<file path="config.mk">
export PLATFORM = sky130hd
export DESIGN_NAME = ecc256_stream_gen
export DESIGN_NICKNAME = d
export VERILOG_FILES = /design/src/rtl/ecc256_pkg.sv /design/src/rtl/ecc256_col_parity.sv /design/src/rtl/ecc256_accum.sv /design/src/rtl/ecc256_result.sv /design/src/rtl/ecc256_code_fmt.sv /design/src/rtl/ecc256_stream_gen.sv
export SDC_FILE = /design/constraint.sdc
export NUM_CORES = 1
export LEC_CHECK = 0
export CAP_MARGIN = 10
export CORE_ASPECT_RATIO = 1.75
export CORE_UTILIZATION = 35
export CTS_CLUSTER_DIAMETER = 60
export CTS_CLUSTER_SIZE = 25
export DETAILED_ROUTE_END_ITERATION = 10
export GPL_ROUTABILITY_DRIVEN = 0
export SLEW_MARGIN = 20
export SYNTH_ARGS = -nofsm -noshare
export SYNTH_HDL_FRONTEND = slang
export SYNTH_HIERARCHICAL = 1
export SYNTH_SLANG_ARGS = --single-unit
</file>
<file path="constraint.sdc">
create_clock -name clk -period 2.3 [get_ports clk]
set_input_delay 0.575 -clock clk [delete_from_list [all_inputs] [get_ports clk]]
set_output_delay 0.575 -clock clk [all_outputs]
set_load 0.1 [all_outputs]
</file>
<file path="src/rtl/ecc256_pkg.sv">
package ecc256_pkg;

  localparam int unsigned BYTE_W     = 8;
  localparam int unsigned BITSEL_W   = $clog2(BYTE_W);
  localparam int unsigned COL_W      = 2 * BITSEL_W;
  localparam int unsigned RAW_W      = 32;
  localparam int unsigned CODE_W     = 24;
  localparam int unsigned CODE_SHIFT = 2;
  localparam int unsigned CODE_BYTES = CODE_W / BYTE_W;

  typedef logic [BYTE_W-1:0] data_byte_t;

  // One operation per cycle; clear outranks taking a byte.
  typedef enum logic [1:0] {
    OP_HOLD  = 2'd0,
    OP_TAKE  = 2'd1,
    OP_CLEAR = 2'd2
  } acc_op_e;

  // Mask of byte bit positions whose index has bit j set.
  function automatic data_byte_t hi_sel_mask(input int unsigned j);
    data_byte_t m;
    m = '0;
    for (int b = 0; b < int'(BYTE_W); b++) begin
      m[b] = ((b >> j) & 1) == 1;
    end
    return m;
  endfunction

endpackage

</file>
<file path="src/rtl/ecc256_col_parity.sv">
module ecc256_col_parity
  import ecc256_pkg::*;
(
  input  data_byte_t       din,
  output logic [COL_W-1:0] col,
  output logic             row
);

  generate
    for (genvar j = 0; j < int'(BITSEL_W); j++) begin : g_sel
      localparam data_byte_t HI = hi_sel_mask(j);
      assign col[2*j]   = ^(din & ~HI);
      assign col[2*j+1] = ^(din & HI);
    end
  endgenerate

  assign row = ^din;

endmodule

</file>
<file path="src/rtl/ecc256_accum.sv">
module ecc256_accum
  import ecc256_pkg::*;
#(
  parameter int unsigned CHUNK_BYTES = 256,
  localparam int unsigned IDX_W  = $clog2(CHUNK_BYTES),
  localparam int unsigned LINE_W = 2 * IDX_W,
  localparam int unsigned WORD_W = COL_W + LINE_W
)(
  input  logic              clk,
  input  logic              rst_n,
  input  acc_op_e           op,
  input  logic [COL_W-1:0]  col_in,
  input  logic              row_in,
  output logic [WORD_W-1:0] word_next,
  output logic              last
);

  logic [COL_W-1:0]  col_q, col_nx;
  logic [LINE_W-1:0] line_q, line_nx;
  logic [IDX_W-1:0]  idx_q;

  assign col_nx = col_q ^ col_in;

  generate
    for (genvar k = 0; k < int'(IDX_W); k++) begin : g_line
      assign line_nx[2*k]   = line_q[2*k]   ^ (row_in & ~idx_q[k]);
      assign line_nx[2*k+1] = line_q[2*k+1] ^ (row_in &  idx_q[k]);
    end
  endgenerate

  assign last      = (idx_q == IDX_W'(CHUNK_BYTES - 1));
  assign word_next = {line_nx, col_nx};

  always_ff @(posedge clk or negedge rst_n) begin
    if (!rst_n) begin
      col_q  <= '0;
      line_q <= '0;
      idx_q  <= '0;
    end else begin
      unique case (op)
        OP_CLEAR: begin
          col_q  <= '0;
          line_q <= '0;
          idx_q  <= '0;
        end
        OP_TAKE: begin
          idx_q <= idx_q + 1'b1;
          if (last) begin
            col_q  <= '0;
            line_q <= '0;
          end else begin
            col_q  <= col_nx;
            line_q <= line_nx;
          end
        end
        default: ;
      endcase
    end
  end

endmodule

</file>
<file path="src/rtl/ecc256_result.sv">
module ecc256_result
  import ecc256_pkg::*;
#(
  parameter int unsigned WORD_W = 22
)(
  input  logic              clk,
  input  logic              rst_n,
  input  acc_op_e           op,
  input  logic              last,
  input  logic [WORD_W-1:0] word_next,
  output logic [RAW_W-1:0]  raw,
  output logic              done
);

  localparam int unsigned PAD_W = RAW_W - WORD_W;

  always_ff @(posedge clk or negedge rst_n) begin
    if (!rst_n) begin
      raw  <= '0;
      done <= 1'b0;
    end else begin
      done <= 1'b0;
      unique case (op)
        OP_CLEAR: raw <= '0;
        OP_TAKE: if (last) begin
          raw  <= {{PAD_W{1'b0}}, word_next};
          done <= 1'b1;
        end
        default: ;
      endcase
    end
  end

endmodule

</file>
<file path="src/rtl/ecc256_code_fmt.sv">
module ecc256_code_fmt
  import ecc256_pkg::*;
(
  input  logic [RAW_W-1:0]                   raw,
  output logic [CODE_BYTES-1:0][BYTE_W-1:0]  code_bytes
);

  logic [RAW_W-1:0]  shifted;
  logic [CODE_W-1:0] code;

  assign shifted = raw << CODE_SHIFT;
  assign code    = ~shifted[CODE_W-1:0];

  generate
    for (genvar g = 0; g < int'(CODE_BYTES); g++) begin : g_byte
      assign code_bytes[g] = code[CODE_W-1-g*BYTE_W -: BYTE_W];
    end
  endgenerate

endmodule

</file>
<file path="src/rtl/ecc256_stream_gen.sv">
module ecc256_stream_gen
  import ecc256_pkg::*;
#(
  parameter int unsigned CHUNK_BYTES = 256
)(
  input  logic        clk,
  input  logic        rst_n,
  input  logic        en,
  input  logic        clr,
  input  logic        in_valid,
  output logic        in_ready,
  input  logic [7:0]  in_data,
  output logic [31:0] parity_raw,
  output logic [7:0]  ecc_b0,
  output logic [7:0]  ecc_b1,
  output logic [7:0]  ecc_b2,
  output logic        chunk_done
);

  localparam int unsigned IDX_W  = $clog2(CHUNK_BYTES);
  localparam int unsigned WORD_W = COL_W + 2 * IDX_W;

  acc_op_e                           op;
  logic [COL_W-1:0]                  col_bits;
  logic                              row_bit;
  logic [WORD_W-1:0]                 word_next;
  logic                              last;
  logic [CODE_BYTES-1:0][BYTE_W-1:0] code_bytes;

  always_comb begin
    if (clr)                 op = OP_CLEAR;
    else if (en && in_valid) op = OP_TAKE;
    else                     op = OP_HOLD;
  end

  assign in_ready = 1'b1;

  ecc256_col_parity u_col (
    .din (in_data),
    .col (col_bits),
    .row (row_bit)
  );

  ecc256_accum #(.CHUNK_BYTES(CHUNK_BYTES)) u_acc (
    .clk       (clk),
    .rst_n     (rst_n),
    .op        (op),
    .col_in    (col_bits),
    .row_in    (row_bit),
    .word_next (word_next),
    .last      (last)
  );

  ecc256_result #(.WORD_W(WORD_W)) u_res (
    .clk       (clk),
    .rst_n     (rst_n),
    .op        (op),
    .last      (last),
    .word_next (word_next),
    .raw       (parity_raw),
    .done      (chunk_done)
  );

  ecc256_code_fmt u_fmt (
    .raw        (parity_raw),
    .code_bytes (code_bytes)
  );

  assign ecc_b0 = code_bytes[0];
  assign ecc_b1 = code_bytes[1];
  assign ecc_b2 = code_bytes[2];

endmodule

</file>
==> results.tsv, run 1 <==
metric	value	unit
vias	2633	
setup_viol	0	
max_freq	464.7	MHz
synthCells	371	
yosysWarningCount	6	
routed_wl	7206	um
finalNetCount	457	
rsz0062_at_grt	no	
clk_latency	300	ps
drt_iter0_drc	225	
post-route-util	46.19	%
antenna_found_initial	0	
r2r-end	u_res/raw[15]	
die_x	75.58	um
slew_viol_final	0	
hold_viol_final	0	
numCtsBuffers	5	
wire_per_inst	12.80	um
hpwl	5255	um
die_y	130.8	um
start_util	36.23	%
cts_buffer_depth	2	
cp_max_fo	9	
synth_area	3316	um^2
startpoint_type	primary input	
io_buffers	57	
async_flop_share	100.0	%
cts_tree	built	
path_class	in -> reg	
ys_seq_area_share	40.00	%
synth_top_area_share	40.00	%
core	9151	um^2
grt_max_degree	30	
layout_common_cells	buf_4 (74), inv_1 (61), nand2_1 (60), dfrtp_1 (53), nand3_1 (25)	
power.leakage	1.985	nW
synth_edf_count	0	
grt-ovfl-total	0	
min_path_type	in -> async	
via_per_inst	4.677	
ios	71	
crit-reg2reg-launch	u_acc/idx_q[0]	
die_area	9882	um^2
htreeDepth	2	
power_density	544.1	nW/um^2
postSynthRegisterBits	53	
arrival	2390	ps
drive_above_1_share	26.86	%
hold_buffers	0	
crit_chain	clkdlybuf4s50_1, and3b_1, ha_1, nand2b_1, or4_1, nand3_1	
power	0.002299	W
rows	46	
drc	0	
finalSetupTns	0	ps
drv_cap	0	
grtUsageTotal	15.55	%
final.setup_skew	4.031	ps
grt_pass1_vias	2393	
end_kind	register	
synth_ff_type	dfrtp_1	
min_period	2152	ps
synth_top_cell_by_area	dfrtp_1	
reg2reg_depth	6	
final_common_cell	buf_4	
ff2ff_setup_slack	620	ps
critPathRequiredTime	2540	ps
vdd_drop_max	0.2590	mV
max_stage_delay	470	ps
cpMaxStageDelayCell	clkdlybuf4s50_1	
firstDrtPassIters	4	
syn_to_final_growth	27.47	%
status	finished clean	
yosys-top-cells-area	dfrtp_1 (40%), o221ai_2 (9.1%), xor2_1 (7.1%)	
cts.sinks	53	
grt_pass1_wl	11720	um
cts-root-buf	clkbuf_16	
post-route-period-util	93.56	%
clk_pin_slew	70	ps
num_antenna_cells	0	
antenna_left	0	
synth_cell_types	37	
avgSynthCellArea	8.937	um^2
[cells by family after synthesis]
logic type	after synthesis	synth area share [%]
AO/OA/AOI/OAI	57	16.57
XOR/XNOR	37	10.45
adder cells (fa/ha/maj)	2	0.7546
buffers and inverters	96	13.51
flip-flops	53	40.00
multiplexers	8	2.453
other	3	0.3396
AND/OR/NAND/NOR	115	15.92
[flip-flops by register name (all words and copies together), names as in the netlist]
signal and count:
u_res/raw 22, u_acc/line_q 16, u_acc/idx_q 8, u_acc/col_q 6, u_res/done 1
[area by class of cell]
type	count	area, um^2
sequential	53	1326
fill	906	4925
inverter	61	229.0
multi-input combinational	232	1639
clock inverter	1	7.507
tap	120	150.1
clock buffer	7	132.6
timing repair buffer	89	742.0
[stage by stage]
step | instances | setup slack [ps] | instance area [um^2] | hold WS [ps]
2_1_floorplan | 381 | 51.66 | 3353 | 279.4
3_3_place_gp | 552 | -293.6 | 3980 | 480.7
3_5_place_dp | 552 | -286.7 | 3980 | 487.2
4_1_cts | 560 | 24.27 | 4120 | 223.5
5_1_grt | 563 | 75.11 | 4227 | 232.6
6_report | 563 | 148.1 | 4227 | 201.1
[cell usage after synthesis, types with 8 or more instances]
cell type	count
buf_4	15
clkbuf_1	8
dfrtp_1	53
inv_1	61
nand2_1	60
nand2b_1	10
nand3_1	25
nor2_1	10
o21ai_0	11
o221ai_2	20
o31ai_1	17
xor2_1	27
[how the worst max path moves through the flow]
stage	slack, ps	startpoint	cells after the start	to
final	150	clr	6	u_acc/idx_q[6]
after global routing	80	clr	6	u_acc/idx_q[6]
after CTS	20	in_data[1]	10	u_res/raw[17]
after detailed placement	-290	in_data[1]	10	u_res/raw[17]
after global placement	-290	in_data[1]	10	u_res/raw[12]
after floorplan	50	in_data[5]	9	u_res/raw[13]
[metal layers]
layer | global-route usage [%] | vias up | part of all wire [%]
met3 | 2.531 | 6 | 2.7
met5 | 0 | - | 0
met1 | 19.42 | 1262 | 43
met4 | 5.882 | 0 | 1.7
met2 | 26.42 | 51 | 53
li1 | - | 1314 | -
[worst max-delay path: cells and delay by family]
kind / cells / cell delay [ps]
buffers and inverters: 1 / 470
and+or+nand+nor: 4 / 910
adders and majority gates: 1 / 420
[report_power, final]
| part | switching [W] | internal (W) |
|---|---|---|
| logic | 0.000376 | 0.000216 |
| registers | 0.0000116 | 0.000943 |
| clock network | 0.000347 | 0.000406 |
| total | 0.000735 | 0.00156 |
[timing repair]
item	in CTS	in global routing
resized for setup	0	19
buffers inserted	0	2
setup endpoints to repair	0	32
Note: power is estimated with default switching activity, not from simulation.
==> run 2, diff against run 1 <==
--- a/config.mk
+++ b/config.mk
@@ -5,6 +5,7 @@
 export SDC_FILE = /design/constraint.sdc
 export NUM_CORES = 1
 export LEC_CHECK = 0
+export ABC_CLOCK_PERIOD_IN_PS = 2250
 export CAP_MARGIN = 10
 export CORE_ASPECT_RATIO = 1.75
 export CORE_UTILIZATION = 35
==> constraint.sdc (replaced) <==
create_clock -name clk -period 2.25 [get_ports clk]
set_input_delay 0.5625 -clock clk [delete_from_list [all_inputs] [get_ports clk]]
set_output_delay 0.5625 -clock clk [all_outputs]
set_load 0.1 [all_outputs]
==> run 2 against run 1 <==
First-iteration DRC count shrank 12%. Global-route usage up 0.71 points. Routed wire length increased by 3.7%. Cell count stayed put. Largest cell class unchanged. Largest power group unchanged. Core utilization grew 0.26 points. Clock power is 20% higher. Clock skew up 3.8 ps. Combinational power up 5.2%. Sequential cell count did not move. Sequential power increased by 2.2%.
==> results.tsv, run 2 (same netlist as run 1, synthesis figures left out) <==
metric	value	unit	change
wire_per_inst	13.28	um	was 12.80 um
vdd_drop_max	0.2902	mV	was 0.2590 mV
largest_reg_flops	22		unchanged
ios	71		unchanged
cts.sinks	53		unchanged
cpMaxStageDelayCell	or4_1		was clkdlybuf4s50_1
grt_pass1_vias	2609		was 2393
max_stage_delay	510	ps	was 470 ps
grtUsageTotal	16.27	%	was 15.55%
hold_buffers	0		unchanged
num-fill-cells	901		was 906
via_per_inst	4.813		was 4.677
grt_pass1_wl	12440	um	was 11720 um
crit_family	simple AND/OR/NAND/NOR gates		unchanged
firstDrtPassIters	4		unchanged
crit-reg2reg-launch	u_acc/idx_q[0]		unchanged
max_freq	485.2	MHz	
num_antenna_cells	0		unchanged
htreeDepth	2		unchanged
antenna_left	0		unchanged
routed_wl	7475	um	was 7206 um
ff2ff_setup_slack	530	ps	was 620 ps
start_util	36.23	%	unchanged
largest_registers	u_res/raw: 22 flops, u_acc/line_q: 16 flops, u_acc/idx_q: 8 flops		unchanged
final_common_cell	buf_4		unchanged
min_path_type	in -> async		unchanged
die_x	75.58	um	unchanged
post-route-period-util	91.61	%	
min_period	2061	ps	
worst_slack	188.9	ps	was 148.1 ps
met1_usage	19.74	%	was 19.42%
r2r-end	u_res/raw[15]		unchanged
drt_iter0_drc	197		was 225
startpoint_type	primary input		unchanged
status	finished clean		unchanged
drc	0		unchanged
arrival	2280	ps	was 2390 ps
die_area	9882	um^2	unchanged
grt_use_met2	28.68	%	was 26.42%
crit_buf_inv	1		unchanged
vias	2710		was 2633
core	9151	um^2	unchanged
numCtsBuffers	5		unchanged
postPlaceCellArea	3988	um^2	was 3980 um^2
layout_common_cells	buf_4 (73), inv_1 (61), nand2_1 (60), dfrtp_1 (53), nand3_1 (25)		was buf_4 (74), inv_1 (61), nand2_1 (60), dfrtp_1 (53), nand3_1 (25)
slew_viol_final	0		unchanged
power	0.002501	W	was 0.002299 W
top_register	u_res/raw		unchanged
grt-ovfl-total	0		unchanged
cp_max_fo	9		unchanged
clk_latency	300	ps	about the same
hold_viol_final	0		unchanged
fin_area	4250	um^2	was 4227 um^2
drv_cap	0		unchanged
io_buffers	57		unchanged
power.leakage	2.003	nW	was 1.985 nW
cts_buffer_depth	2		unchanged
dp.cells	553		was 552
grt_max_degree	30		unchanged
path_class	in -> reg		unchanged
rows	46		unchanged
rsz0062_at_grt	no		unchanged
setup_viol	0		unchanged
final_cells	563		unchanged
dp_slack	-358.1	ps	was -286.7 ps
grt_use_met3	2.147	%	was 2.531%
clk_pin_slew	70	ps	about the same
power_density	588.4	nW/um^2	was 544.1 nW/um^2
crit_chain	clkdlybuf4s50_1, and3b_1, ha_2, or4_1, a21oi_1		was clkdlybuf4s50_1, and3b_1, ha_1, nand2b_1, or4_1, nand3_1
end_kind	register		unchanged
hpwl	5307	um	was 5255 um
top_usage_layer	met2		unchanged
worst_hold_slack	209.7	ps	was 201.1 ps
final.setup_skew	7.836	ps	was 4.031 ps
drive_above_1_share	26.86	%	unchanged
die_y	130.8	um	unchanged
antenna_found_initial	0		unchanged
finalNetCount	457		unchanged
syn_to_final_growth	28.19	%	was 27.47%
reg2reg_depth	6		unchanged
cts_tree	built		unchanged
cts-root-buf	clkbuf_16		unchanged
critPathRequiredTime	2470	ps	was 2540 ps
==> run 2: cell count changes in the layout (fill, tap and decap cells not counted) <==
cell / delta
buf_4: -1
buf_6: +1
bufinv_16: +1
clkbuf_1: -1
clkbuf_8: +1
clkinvlp_4: -1
ha_1: -1
ha_2: +1
xor2_1: +2
xor2_2: -2
==> run 2: how the worst max path moves through the flow <==
stage	endpoint	slack, ps	startpoint	depth (start not counted)
6_report	u_acc/idx_q[5]	190	clr	5
5_1_grt	u_acc/idx_q[5]	70	clr	5
4_1_cts	u_res/raw[17]	0.4	in_data[7]	10
3_5_place_dp	u_res/raw[12]	-360	in_data[5]	10
3_3_place_gp	u_res/raw[12]	-330	in_data[5]	10
2_1_floorplan	u_res/raw[13]	10	in_data[5]	9
==> run 2: through the flow <==
stage          utilization (%)  TNS [ps]
2_1_floorplan                -         0
3_3_place_gp             43.57     -8827
3_5_place_dp             43.57     -9424
6_report                 46.45         0
4_1_cts                  45.58         0
5_1_grt                  46.45         0
==> run 2: layer usage <==
| metal | vias to the layer above | wire, um |
|---|---|---|
| met5 | - | 0 |
| met1 | 1312 | 2978 |
| met3 | 9 | 255 |
| li1 | 1319 | - |
| met2 | 70 | 4102 |
| met4 | 0 | 138 |
==> run 2: power by group <==
part | total [W] | internal [W] | leakage [nW] | switching, W
Combinational | 0.000623 | 0.000232 | 1.18 | 0.000391
Sequential | 0.000976 | 0.000964 | 0.739 | 0.0000118
Clock | 0.000902 | 0.000557 | 0.0841 | 0.000345
==> run 2: cell type report <==
class / instances / area, um^2 / share of cell area (%)
Multi-Input combinational cell: 232 / 1627 / 38.27
Sequential cell: 53 / 1326 / 31.20
Timing Repair Buffer: 89 / 745.7 / 17.54
Inverter: 61 / 229.0 / 5.387
Tap cell: 120 / 150.1 / 3.533
Clock buffer: 7 / 142.6 / 3.356
Clock inverter: 1 / 30.03 / 0.7065
==> run 2: timing repair <==
item / in CTS / in global routing
buffers inserted: 0 / 1
gates cloned: 0 / 1
endpoints found under the setup margin: 3 / 34
pin swaps: 0 / 8
resized for setup: 2 / 17
